$ cat config.mk
export PLATFORM = sky130hd
export DESIGN_NAME = core_cycle_seq
export DESIGN_NICKNAME = d
export VERILOG_FILES = /design/src/rtl/core_seq_pkg.sv /design/src/rtl/core_seq_ctrl.sv /design/src/rtl/core_seq_dpath.sv /design/src/rtl/core_cycle_seq.sv
export SDC_FILE = /design/constraint.sdc
export NUM_CORES = 1
export LEC_CHECK = 0
export BUFFER_PORTS_ARGS = -buffer_cell sky130_fd_sc_hd__buf_2
export CAP_MARGIN = 20
export CORE_ASPECT_RATIO = 1.4
export CORE_UTILIZATION = 47
export CTS_CLUSTER_DIAMETER = 40
export DETAILED_ROUTE_END_ITERATION = 10
export PLACE_DENSITY = 0.78
export SYNTH_ARGS = -nofsm -noshare
export SYNTH_HDL_FRONTEND = slang
export SYNTH_SLANG_ARGS = --single-unit
export TNS_END_PERCENT = 100
$ cat constraint.sdc
create_clock -name clk -period 1.9 [get_ports clk]
set_clock_uncertainty 0.05 [all_clocks]
set_input_delay 0.57 -clock clk [delete_from_list [all_inputs] [get_ports clk]]
set_output_delay 0.57 -clock clk [all_outputs]
set_load 0.05 [all_outputs]
$ cat src/rtl/core_seq_pkg.sv
package core_seq_pkg;

  typedef enum logic [1:0] {
    CK_RESTORE = 2'b00,
    CK_CLEARWR = 2'b01,
    CK_RMW     = 2'b10,
    CK_RSVD    = 2'b11
  } cycleKind_t;

  // Control-to-datapath strobes
  typedef struct packed {
    logic accept;      // latch address and request data
    logic rmwLoad;     // latch replacement word
    logic senseCap;    // capture sense flags
    logic readPhase;   // erase-polarity drive active
    logic writePhase;  // write-polarity drive active
    logic useSense;    // store sensed word (restore kind)
  } seqStrobe_t;

endpackage

$ cat src/rtl/core_seq_ctrl.sv
module core_seq_ctrl
  import core_seq_pkg::*;
#(
  parameter int PULSE_CLKS = 3,
  parameter int SENSE_OFS  = 1,
  parameter int GAP_CLKS   = 2,
  parameter bit RMW_EN     = 1'b1
) (
  input  logic       clk,
  input  logic       rstN,
  input  logic       reqValid,
  input  logic [1:0] reqType,
  input  logic       rmwValid,
  output logic       reqReady,
  output logic       rmwWait,
  output logic       drivePol,
  output logic       senseStrobe,
  output logic       rspDone,
  output logic       rspErr,
  output seqStrobe_t stb
);

  localparam int CNT_MAX = (PULSE_CLKS > GAP_CLKS) ? PULSE_CLKS : GAP_CLKS;
  localparam int CW      = $clog2(CNT_MAX + 1);

  typedef enum logic [2:0] {S_IDLE, S_READ, S_HOLD, S_WRITE, S_GAP} seqState_t;

  seqState_t  state;
  logic [CW-1:0] cnt;
  cycleKind_t kindQ;
  logic       doneQ, errQ;
  logic       kindOk, accept, lastPulse, lastGap;

  generate
    if (RMW_EN) begin : g_rmwOn
      assign kindOk = (reqType != CK_RSVD);
    end else begin : g_rmwOff
      assign kindOk = (reqType == CK_RESTORE) || (reqType == CK_CLEARWR);
    end
  endgenerate

  assign accept    = reqValid && (state == S_IDLE);
  assign lastPulse = (cnt == CW'(PULSE_CLKS - 1));
  assign lastGap   = (cnt == CW'(GAP_CLKS - 1));

  always_ff @(posedge clk) begin
    if (!rstN) begin
      state <= S_IDLE;
      cnt   <= '0;
      kindQ <= CK_RESTORE;
      doneQ <= 1'b0;
      errQ  <= 1'b0;
    end else begin
      doneQ <= 1'b0;
      errQ  <= 1'b0;
      case (state)
        S_IDLE: if (accept) begin
          if (kindOk) begin
            state <= S_READ;
            cnt   <= '0;
            kindQ <= cycleKind_t'(reqType);
          end else begin
            errQ <= 1'b1;
          end
        end
        S_READ: if (lastPulse) begin
          cnt <= '0;
          if (kindQ == CK_RMW) begin
            state <= S_HOLD;
            doneQ <= 1'b1;
          end else begin
            state <= S_WRITE;
          end
        end else begin
          cnt <= cnt + 1'b1;
        end
        S_HOLD: if (rmwValid) begin
          state <= S_WRITE;
          cnt   <= '0;
        end
        S_WRITE: if (lastPulse) begin
          cnt   <= '0;
          state <= S_GAP;
          if (kindQ != CK_RMW) doneQ <= 1'b1;
        end else begin
          cnt <= cnt + 1'b1;
        end
        S_GAP: if (lastGap) begin
          state <= S_IDLE;
          cnt   <= '0;
        end else begin
          cnt <= cnt + 1'b1;
        end
        default: state <= S_IDLE;
      endcase
    end
  end

  assign reqReady    = (state == S_IDLE);
  assign rmwWait     = (state == S_HOLD);
  assign drivePol    = (state == S_WRITE);
  assign senseStrobe = (state == S_READ) && (cnt == CW'(SENSE_OFS));
  assign rspDone     = doneQ;
  assign rspErr      = errQ;

  always_comb begin
    stb.accept     = accept && kindOk;
    stb.rmwLoad    = (state == S_HOLD) && rmwValid;
    stb.senseCap   = senseStrobe;
    stb.readPhase  = (state == S_READ);
    stb.writePhase = (state == S_WRITE);
    stb.useSense   = (kindQ == CK_RESTORE);
  end

endmodule

$ cat src/rtl/core_seq_dpath.sv
module core_seq_dpath
  import core_seq_pkg::*;
#(
  parameter int ADDR_W = 4,
  parameter int DATA_W = 4,
  localparam int XW = ADDR_W / 2,
  localparam int YW = ADDR_W - XW,
  localparam int NX = 1 << XW,
  localparam int NY = 1 << YW
) (
  input  logic              clk,
  input  logic              rstN,
  input  seqStrobe_t        stb,
  input  logic [ADDR_W-1:0] reqAddr,
  input  logic [DATA_W-1:0] reqWdata,
  input  logic [DATA_W-1:0] rmwData,
  input  logic [DATA_W-1:0] senseIn,
  output logic [NX-1:0]     xDrive,
  output logic [NY-1:0]     yDrive,
  output logic [DATA_W-1:0] inhibit,
  output logic [DATA_W-1:0] rspData
);

  logic [ADDR_W-1:0] addrQ;
  logic [DATA_W-1:0] wordQ, senseQ, target;
  logic              driveOn;

  always_ff @(posedge clk) begin
    if (!rstN) begin
      addrQ  <= '0;
      wordQ  <= '0;
      senseQ <= '0;
    end else begin
      if (stb.accept) begin
        addrQ <= reqAddr;
        wordQ <= reqWdata;
      end
      if (stb.rmwLoad)  wordQ  <= rmwData;
      if (stb.senseCap) senseQ <= senseIn;
    end
  end

  assign driveOn = stb.readPhase || stb.writePhase;
  assign target  = stb.useSense ? senseQ : wordQ;
  assign inhibit = stb.writePhase ? ~target : '0;
  assign rspData = senseQ;

  generate
    for (genvar i = 0; i < NX; i++) begin : g_x
      assign xDrive[i] = driveOn && (addrQ[XW-1:0] == XW'(i));
    end
    for (genvar j = 0; j < NY; j++) begin : g_y
      assign yDrive[j] = driveOn && (addrQ[ADDR_W-1:XW] == YW'(j));
    end
  endgenerate

endmodule

$ cat src/rtl/core_cycle_seq.sv
module core_cycle_seq
  import core_seq_pkg::*;
#(
  parameter int ADDR_W     = 4,
  parameter int DATA_W     = 4,
  parameter int PULSE_CLKS = 3,
  parameter int SENSE_OFS  = 1,
  parameter int GAP_CLKS   = 2,
  parameter bit RMW_EN     = 1'b1
) (
  input  logic                              clk,
  input  logic                              rstN,
  input  logic                              reqValid,
  output logic                              reqReady,
  input  logic [ADDR_W-1:0]                 reqAddr,
  input  logic [1:0]                        reqType,
  input  logic [DATA_W-1:0]                 reqWdata,
  input  logic                              rmwValid,
  input  logic [DATA_W-1:0]                 rmwData,
  output logic                              rmwWait,
  output logic [DATA_W-1:0]                 rspData,
  output logic                              rspDone,
  output logic                              rspErr,
  output logic [(1<<(ADDR_W/2))-1:0]        xDrive,
  output logic [(1<<(ADDR_W-ADDR_W/2))-1:0] yDrive,
  output logic                              drivePol,
  output logic [DATA_W-1:0]                 inhibit,
  output logic                              senseStrobe,
  input  logic [DATA_W-1:0]                 senseIn
);

  seqStrobe_t stb;

  core_seq_ctrl #(
    .PULSE_CLKS(PULSE_CLKS), .SENSE_OFS(SENSE_OFS),
    .GAP_CLKS(GAP_CLKS), .RMW_EN(RMW_EN)
  ) u_ctrl (
    .clk(clk), .rstN(rstN), .reqValid(reqValid), .reqType(reqType),
    .rmwValid(rmwValid), .reqReady(reqReady), .rmwWait(rmwWait),
    .drivePol(drivePol), .senseStrobe(senseStrobe), .rspDone(rspDone),
    .rspErr(rspErr), .stb(stb)
  );

  core_seq_dpath #(.ADDR_W(ADDR_W), .DATA_W(DATA_W)) u_dpath (
    .clk(clk), .rstN(rstN), .stb(stb), .reqAddr(reqAddr),
    .reqWdata(reqWdata), .rmwData(rmwData), .senseIn(senseIn),
    .xDrive(xDrive), .yDrive(yDrive), .inhibit(inhibit), .rspData(rspData)
  );

endmodule

Yosys cells after proc, flatten, opt, wreduce, memory -nomap -nowiden
Cells that the tools add are included.
{"block": "op_classes", "n_addsub": 1, "eq_ne": 21, "n_mux": 24, "bitwise_logic": 1, "n_reduce_logical": 24}
{"operator": "2-to-1 mux 3 bit", "n": 6}
{"operator": "2-to-1 mux 4 bit", "n": 4}
{"operator": "case mux 3 bit (5 select lines)", "n": 1}
{"operator": "== test 2 bit, second input constant", "n": 6}
{"operator": "logical AND 1 bit", "n": 12}
{"operator": "2-to-1 mux 2 bit", "n": 5}
{"operator": "inequality test 2 x 1 -> 1 bit, second input constant", "n": 4}
{"operator": "inequality test 2 bit, second input constant", "n": 4}
{"operator": "case mux 2 bit (4 select lines)", "n": 1}
{"operator": "== test 2 x 1 -> 1 bit, second input constant", "n": 3}
{"operator": "== test 3 x 2 -> 1 bit, second input constant", "n": 2}
{"operator": "zero test 2 bit", "n": 3}
{"operator": "2-to-1 mux 1 bit", "n": 6}
{"operator": "AND reduction 3 bit", "n": 2}
{"operator": "AND reduction 6 bit", "n": 1}
{"operator": "NOT 4 bit", "n": 1}
{"operator": "AND reduction 4 bit", "n": 1}
{"operator": "nonzero test 4 bit", "n": 1}
{"operator": "== test 3 x 1 -> 1 bit, second input constant", "n": 1}
{"operator": "== test 3 bit, second input constant", "n": 1}
{"operator": "zero test 3 bit", "n": 1}
{"operator": "adder 2 x 1 -> 2 bit, second input constant", "n": 1}
{"operator": "case mux 1 bit (2 select lines)", "n": 1}
{"operator": "nonzero test 2 bit", "n": 1}
{"operator": "other kinds (2)", "n": 2}
{"block": "totals", "ff_bits": 21}

Depth between registers and ports, before layout
Gate-level depths: netlist (run 1).
{"block": "logic_depth", "depth_word": 5, "ltp_mapped": 7, "depth_no_buf": 5}

Hierarchy
From an unflattened synthesis (run 1), not the netlist that was laid out.
{"block": "hier_totals", "hier_cells": 123, "hier_area_um2": 1172.4}
{"module": "core_seq_dpath", "instances": 1, "cells_per_inst": 62, "area_each_um2": 646.9, "seq_area_each_um2": 240.2}
{"module": "core_seq_ctrl", "instances": 1, "cells_per_inst": 61, "area_each_um2": 525.5, "seq_area_each_um2": 180.2}

Worst setup path after synthesis (run 1)
OpenSTA, ideal clock, no wires.
{"block": "synth_timing", "kind": "register -> register", "startpoint": "reg u_ctrl.state[1]", "endpoint": "reg u_dpath.wordQ[0]", "setup_time_ps": 129, "arrival_time_ps": 2386, "required_time_ps": 1721, "setup_slack_ps": -666, "stages_incl_launch_ff": 6, "synth_period_minus_slack_ps": 2566, "cell_sequence": "dfxtp_1 -> buf_4 -> nor3b_1 -> nand2_1 -> o21ai_0 -> a31oi_1"}
{"block": "synth_between", "elab_cells_between_ends": 7}
{"item": "start, declared", "line": "core_seq_ctrl.sv:28", "rtl": "seqState_t state;"}
{"item": "start signal, assigned", "line": "core_seq_ctrl.sv:48", "rtl": "state <= S_IDLE;"}
{"item": "start signal, assigned", "line": "core_seq_ctrl.sv:59", "rtl": "state <= S_READ;"}
{"item": "start signal, assigned", "line": "core_seq_ctrl.sv:69", "rtl": "state <= S_HOLD;"}
{"item": "== test 3 x 2 -> 1 bit (*)"}
{"item": "via rmwWait", "line": "core_cycle_seq.sv:20", "rtl": "output logic rmwWait,"}
{"item": "logical AND 1 bit (*)", "line": "core_seq_ctrl.sv:108", "rtl": "stb.rmwLoad = (state == S_HOLD) && rmwValid;"}
{"item": "2-to-1 mux 4 bit or nonzero test 2 bit (tied branches)"}
{"item": "end signal, assigned", "line": "core_seq_dpath.sv:36", "rtl": "wordQ <= reqWdata;"}
{"item": "end signal, assigned", "line": "core_seq_dpath.sv:38", "rtl": "if (stb.rmwLoad) wordQ <= rmwData;"}
{"item": "end, declared", "line": "core_seq_dpath.sv:25", "rtl": "logic [DATA_W-1:0] wordQ, senseQ, target;"}
The timed path passes the listed nets; every way through them passes the cells marked *.
A chain may end at the register's enable or synchronous reset.

Worst setup path after layout (run 1)
{"block": "layout_timing", "startpoint": "reg u_ctrl.state[2]", "endpoint": "out inhibit[1]"}
{"block": "layout_between", "elab_chain_len": 2}
{"item": "== test 3 x 2 -> 1 bit", "line": "core_seq_ctrl.sv:111", "rtl": "stb.writePhase = (state == S_WRITE);"}
{"item": "2-to-1 mux 4 bit", "line": "core_seq_dpath.sv:45", "rtl": "assign inhibit = stb.writePhase ? ~target : '0;"}
{"item": "end, declared", "line": "core_cycle_seq.sv:27", "rtl": "output logic [DATA_W-1:0] inhibit,"}
No other way between the ends.

==> summary.md, run 1 <==
| Metric | Value |
|---|---|
| Status | finished with violations |
| Failing checks | setup timing |
| Synth Net Count | ~160 |
| Worst-path fanout max | 5 |
| Worst skew pair latency | 300 ps |
| Setup TNS | -428 ps |
| Power Total | between 1.5 and 2 mW |
| PD cells | roughly 950 nW/um^2 |
| Number of global-route vias before repair | between 1000 and 1500 |
| Fmax | slightly above 500 MHz |
| Row count | 20 |
| DRC | 0 |
| Die Wd | roughly 43 um |
| Leakage | a little under 0.7 nW |
| Share of the yosys chip area belonging to registers | 0.386 |
| Die Span Y | between 50 and 60 um |
| Antenna Violating Nets Remaining | 0 |
| Via count | approximately 1100 |
| Worst-path clk slew | ~120 ps |
| Top cell by count, worst path | buf_6 |
| Root buf cell | clkbuf_4 |
| Post-synth top area cell | dfxtp_1 |
| Post-synthesis mux area share | 0.0459 |
| Setup CP Type | flop to output port |
| Synth Area in Adders | 0 |
| CTS tree | yes |
| Synth cell types | 33 |
| YS warnings | 0 |
| VDD IR max | 0.649 mV |
| FFs w/ async S/R, synth | 0 |
| Overall routed net length | approximately 2.7 mm |
| Hold Crit Class | flop to flop |
| Post-DP HPWL | approximately 2 mm |
| Tcrit/Tclk final | 1.05 |
| GRT overflow | 0 |
| Share of cells above drive strength 1 | 0.434 |
| Synth Area in Compound Gates | 0.184 |
| Least-Margin Pin Slew | between 300 and 400 ps |
| Core Box Area | 2180 um^2 |
| Area growth from synthesis to layout | 49.1% |
| Post-route design area | approximately 1600 um^2 |
| CTS Buf Count | 3 |
| Largest family of logic cells by synthesized area | simple AND/OR/NAND/NOR gates |
| Worst reg-to-reg path cell count | 5 |
| Yosys top cell area share | 0.386 |
| Tmin final | slightly below 2000 ps |
| Antenna diodes | 0 |
| Final hold violation count | 0 |
| Slowest stage delay, CP | about 360 ps |
| IO Port Bufs | 43 |
| WL/cell | 13.4 um |
| EDFF count, synth | 0 |
| Cells after Synth | between 100 and 150 |
| First-pass GRT wire length | 4.67 mm |
| Post-Synth Simple-Gate Area | 0.310 |
| CP Cell Sequence | nand3b_1 > buf_6 > a211oi_4 > buf_6 |
| Hold Path Stages | 2 |
| Seq cells post-synth | 21 |
| Placement Cell Area | ~1500 um^2 |
| DR pass1 iterations | 6 |
| Die area | approximately 2500 um^2 |
| Slowest CP cell | dfxtp_2 |
| Main synth FF type | dfxtp_1 |
| Largest cells by area after synthesis | dfxtp_1, nand2_1, nor2b_1, mux2i_1, a21boi_1 |
| Htree depth | 1 |
| # Max-Cap Violations | 0 |
| Largest net degree at the start of global routing | 24 |
| Initial core utilization | 0.501 |
| Unrepaired setup endpoints after global routing | true |
| Critical Path End Type | output port |
| Place WS | roughly 110 ps |
| Number of antenna violations at the first check in global routing | 0 |
| Final setup fails | 10 |
| Top post-synthesis cells by count | nand2_1, dfxtp_1, nor2b_1, o21ai_0 |
| Post-Syn Area | approximately 1100 um^2 |
| Clock buffer depth | 2 |
| Data arrival, critical path | ~1400 ps |
| Syn Area/Cell | just over 8 um^2 |
| Number of nets in the layout | ~210 |
| Worst slew margin | 0.767 |
| Req. time, crit path | around 1300 ps |
| Worst setup margin | -85.9 ps |
| # clock sinks | 21 |
| Most numerous cell in the Yosys netlist | nand2_1 |
| Total track usage | 0.238 |
| Placer Congestion | between 0.7 and 0.8 |
| Max Slew Vio Count | 0 |
| IO Pins | 44 |
| CP Launch Type | flop |
| Xor/xnor cell area share of the yosys netlist | 0.0161 |
| Vias/cell | approximately 5.4 |
| Starting DRT DRC Count | 19 |
[final timing paths]
path	start	to	slack, ps
worst max-delay path	u_ctrl.state[2]$_SDFFE_PN0P_	inhibit[1]	-90
worst min-delay path	u_dpath.wordQ[1]$_SDFFE_PN0P_	u_dpath.wordQ[1]$_SDFFE_PN0P_	420
worst max register to register	u_ctrl.state[1]$_SDFFE_PN0P_	u_dpath.wordQ[2]$_SDFFE_PN0P_	360
worst min register to register	u_dpath.wordQ[1]$_SDFFE_PN0P_	u_dpath.wordQ[1]$_SDFFE_PN0P_	420
[timing repair]
action                                  CTS  global route
resized for setup                        41             3
setup buffers                             0             3
endpoints found under the setup margin   16            16
pin swaps                                 7             0
hold buffers                              0             0
[cell families (layout without fill, tap and decap cells)]
logic type,after synthesis,count (layout)
multiplexers,5,5
flip-flops,21,21
AO/OA/AOI/OAI,30,30
buffers and inverters,11,60
XOR/XNOR,2,2
AND/OR/NAND/NOR,64,64
[critical path, delay by kind of cell, from the launching register on]
| family | cells | cell delay [ps] |
|---|---|---|
| AND/OR/NAND/NOR | 1 | 170 |
| flip-flops | 1 | 360 |
| AO/OA/AOI/OAI | 1 | 180 |
| buffers and inverters | 2 | 350 |
[metrics by stage]
stage           util  std cells  hold WS (ps)
2_1_floorplan      -        133           387
3_3_place_gp   0.670        198           401
3_5_place_dp   0.670        198           408
4_1_cts        0.731        201           428
5_1_grt        0.747        204           447
6_report       0.747        204           424
[report_power, final]
part	internal, mW	switching (mW)	total [mW]	leakage, nW
sequential	0.496	0.0622	0.558	0.174
combinational	0.309	0.455	0.764	0.488
clock	0.0786	0.137	0.215	0.0177
[placed cells by master, fill, tap and decap left out, types with 2 or more instances in the layout]
| master | netlist | final |
|---|---|---|
| nand2_1 | 27 | 27 |
| buf_2 | 2 | 27 |
| dfxtp_1 | 21 | 16 |
| buf_6 | 2 | 15 |
| nor2b_1 | 11 | 10 |
| buf_4 | 1 | 9 |
| o21ai_0 | 7 | 7 |
| a21boi_1 | 6 | 6 |
| mux2i_1 | 5 | 5 |
| a211oi_4 | 0 | 4 |
| a31oi_1 | 4 | 4 |
| dfxtp_2 | 0 | 4 |
| nor3_4 | 1 | 3 |
| inv_1 | 3 | 3 |
| nor3b_4 | 0 | 3 |
| and3_1 | 3 | 3 |
| nor2_1 | 6 | 3 |
| clkbuf_4 | 0 | 3 |
| nand2b_1 | 3 | 2 |
| nand3b_1 | 2 | 2 |
| nor2_2 | 0 | 2 |
| and2_1 | 2 | 2 |
| o21a_1 | 2 | 2 |
| a21oi_1 | 2 | 2 |
| xor2_1 | 2 | 2 |
[registers in the layout (all words and copies together) (netlist names)]
name,flops
u_dpath.rspData,4
u_ctrl.kindQ,2
u_ctrl.state,3
u_dpath.wordQ,4
u_ctrl.cnt,2
u_ctrl.rspDone,1
u_ctrl.rspErr,1
u_dpath.addrQ,4
[metal layers]
layer,share of wire,wire length [um],global-route usage,vias to the layer above
met5,0,0,0,-
met4,0.020,55,0.0938,0
met3,0.041,112,0.0244,7
met2,0.54,1480,0.450,37
met1,0.39,1080,0.268,513
li1,-,-,-,552
[cell type report]
class                   count  area (um^2)
fillers                   149          552
multi-input cells         101          734
clock buffers               3         22.5
inverters                   4         20.0
clock inverters             1         5.00
repair buffers             52          387
well taps                  22         27.5
flip-flops and latches     21          429
Power figures use the tool's default switching activity.
==> run 2: changes to the inputs <==
--- a/config.mk
+++ b/config.mk
@@ -12,6 +12,7 @@
 export CTS_CLUSTER_DIAMETER = 40
 export DETAILED_ROUTE_END_ITERATION = 10
 export PLACE_DENSITY = 0.78
+export REMOVE_ABC_BUFFERS = 1
 export SYNTH_ARGS = -nofsm -noshare
 export SYNTH_HDL_FRONTEND = slang
 export SYNTH_SLANG_ARGS = --single-unit
==> run 2 against run 1 <==
The run still ends with setup timing left. Non-clock buffer count up 7. Maximum frequency shrank 4.1%. Via count grew 5.1%. Sequential share of layout area fell by 1.1 points. Utilization up 4.3 points. First-iteration DRC count rose to 2.8 times the previous value. Final cell count increased by 3.4%. Die area unchanged. Critical endpoint is now inhibit[2]. Largest power group unchanged.
==> summary.md, run 2 (synthesized netlist as in run 1, its figures left out) <==
| Metric | Value |
|---|---|
| Status | finished with violations |
| Failing checks | setup timing |
| Switching pwr | a little under 0.7 mW |
| Hold buffers post-CTS | 0 |
| Root buf cell | clkbuf_4 |
| Slowest stage delay, CP | around 380 ps |
| DRC | 0 |
| Max Slew Vio Count | 0 |
| Row count | 20 |
| IO Pins | 44 |
| Most common cell after layout, fill and taps aside | buf_2 |
| Power Total | roughly 1.6 mW |
| WL/cell | 15.1 um |
| First-pass GRT wire length | 4.51 mm |
| Via count | around 1200 |
| Tmin final | approximately 2100 ps |
| IO Port Bufs | 43 |
| Antenna Violating Nets Remaining | 0 |
| Comb pwr share | 0.508 |
| Die area | around 2500 um^2 |
| Worst Setup SP | u_ctrl.kindQ[0]$_SDFFE_PN0P_ |
| Final Util | 0.789 |
| Starting DRT DRC Count | 54 |
| PD cells | a little over 900 nW/um^2 |
| Tcrit/Tclk final | 1.09 |
| Die Span Y | between 50 and 60 um |
| Fmax | just under 500 MHz |
| Least-Margin Pin Slew | 375 ps |
| Placer Congestion | 0.819 |
| Number of nets in the layout | about 210 |
| Slowest CP cell | dfxtp_2 |
| Antenna diodes | 0 |
| Clock Power Share | 0.144 |
| Final setup fails | 14 |
| R2R setup slack | between 200 and 250 ps |
| Post-DP HPWL | between 1.5 and 2 mm |
| Worst slew margin | 0.748 |
| Req. time, crit path | roughly 1300 ps |
| # Max-Cap Violations | 0 |
| Critical Path End Type | output port |
| # clock sinks | 21 |
| Setup TNS | -1330 ps |
| Worst reg-to-reg path cell count | 6 |
| Worst-path fanout max | 8 |
| Share of cells above drive strength 1 | 0.492 |
| Number of global-route vias before repair | between 1000 and 1500 |
| CTS tree | yes |
| Worst path depth | 5 |
| Worst path top cell family by delay | buffers and inverters |
| Sw frac | 0.429 |
| Hold Crit Class | input port to flop |
| Setup CP Type | flop to output port |
| CTS Buf Count | 3 |
| Placement Cell Area | 1320 um^2 |
| Met3 WL post-DR | between 100 and 150 um |
| Worst setup margin | -170 ps |
| Clock buffer depth | 2 |
| Routed length on met2 | ~1.7 mm |
| Vias/cell | ~5.5 |
| CP Capture Point | inhibit[2] |
| Largest net degree at the start of global routing | 24 |
| Leakage | 0.718 nW |
| GRT overflow | 0 |
| DR pass1 iterations | 4 |
| Top cell by count, worst path | buf_6 |
| Die Wd | about 43 um |
| Layout fillers | 136 |
| R2R Path End | u_dpath.wordQ[1]$_SDFFE_PN0P_ |
| CP Cell Sequence | nor2_2 > buf_6 > buf_4 > a211oi_2 > buf_6 |
| Highest routed layer | met4 |
| Worst R2R Start | u_ctrl.state[0]$_SDFFE_PN0P_ |
| Final hold violation count | 0 |
| CP Launch Type | flop |
| Area growth from synthesis to layout | 57.6% |
| Initial core utilization | 0.501 |
| Unrepaired setup endpoints after global routing | true |
| VDD IR max | between 0.6 and 0.7 mV |
| Worst Path Buf+Inv | 3 |
| Data arrival, critical path | between 1000 and 1500 ps |
| Met1 Routed Length | 1.29 mm |
| Worst-path clk slew | 130 ps |
| Overall routed net length | roughly 3.2 mm |
| Post-route design area | around 1700 um^2 |
| Number of antenna violations at the first check in global routing | 0 |
| Core Box Area | between 2000 and 2500 um^2 |
| Flop pwr share | 0.348 |
| Worst skew pair latency | 320 ps |
| Commonest non-fill, non-tap cells in the layout | buf_2, nand2_1, buf_6, dfxtp_1, buf_4 |
| P_int | 0.917 mW |
| Htree depth | 1 |
| Total track usage | 0.235 |
## run 2: cell type report
type                    instances  area, um^2  share of cell area
multi-input cells             101         729               0.425
repair buffers                 59         477               0.277
flip-flops and latches         21         434               0.253
well taps                      22        27.5              0.0160
clock buffers                   3        22.5              0.0131
inverters                       4        22.5              0.0131
clock inverters                 1        5.00             0.00291
## run 2: how the worst min path moves through the flow
stage	from	endpoint	slack [ps]	depth (start not counted)
3_3_place_gp	u_ctrl.cnt[0]$_SDFFE_PN0P_	u_ctrl.cnt[0]$_SDFFE_PN0P_	400	1
4_1_cts	reqAddr[2]	u_dpath.addrQ[2]$_SDFFE_PN0P_	420	3
3_5_place_dp	u_ctrl.cnt[0]$_SDFFE_PN0P_	u_ctrl.cnt[0]$_SDFFE_PN0P_	410	1
5_1_grt	reqAddr[2]	u_dpath.addrQ[2]$_SDFFE_PN0P_	410	3
2_1_floorplan	u_ctrl.cnt[0]$_SDFFE_PN0P_	u_ctrl.cnt[0]$_SDFFE_PN0P_	390	1
6_report	reqAddr[2]	u_dpath.addrQ[2]$_SDFFE_PN0P_	420	3
## run 2: what timing repair did
action	CTS	global route
pin swaps	7	10
setup buffers	4	8
gates resized for setup	55	27
setup endpoints to repair	16	16
## run 2: through the flow
step	std cells	hold WS, ps	setup slack, ps
after floorplan	126	386	-739
after global placement	195	402	83.0
after detailed placement	195	413	30.8
after CTS	203	424	-135
after global routing	211	415	-215
final	211	421	-170
## run 2: worst register-to-register path, delay by kind of cell, from the launching register on
kind,cells,cell delay [ps]
compound gates,1,170
buf+inv,2,170
flops,1,390
simple gates,3,840
## run 2: power by group through the flow
stage,logic (mW),registers [mW],clock network [mW]
3_5_place_dp,0.572,0.550,0
3_3_place_gp,0.558,0.545,0
5_1_grt,0.867,0.568,0.254
6_report,0.817,0.560,0.231
4_1_cts,0.683,0.550,0.230
2_1_floorplan,0.392,0.573,0
## run 2: routing by layer
| layer | global-route usage | up-vias |
|---|---|---|
| li1 | - | 572 |
| met1 | 0.286 | 545 |
| met2 | 0.400 | 43 |
| met3 | 0.0457 | 6 |
| met4 | 0.103 | 0 |
| met5 | 0 | - |
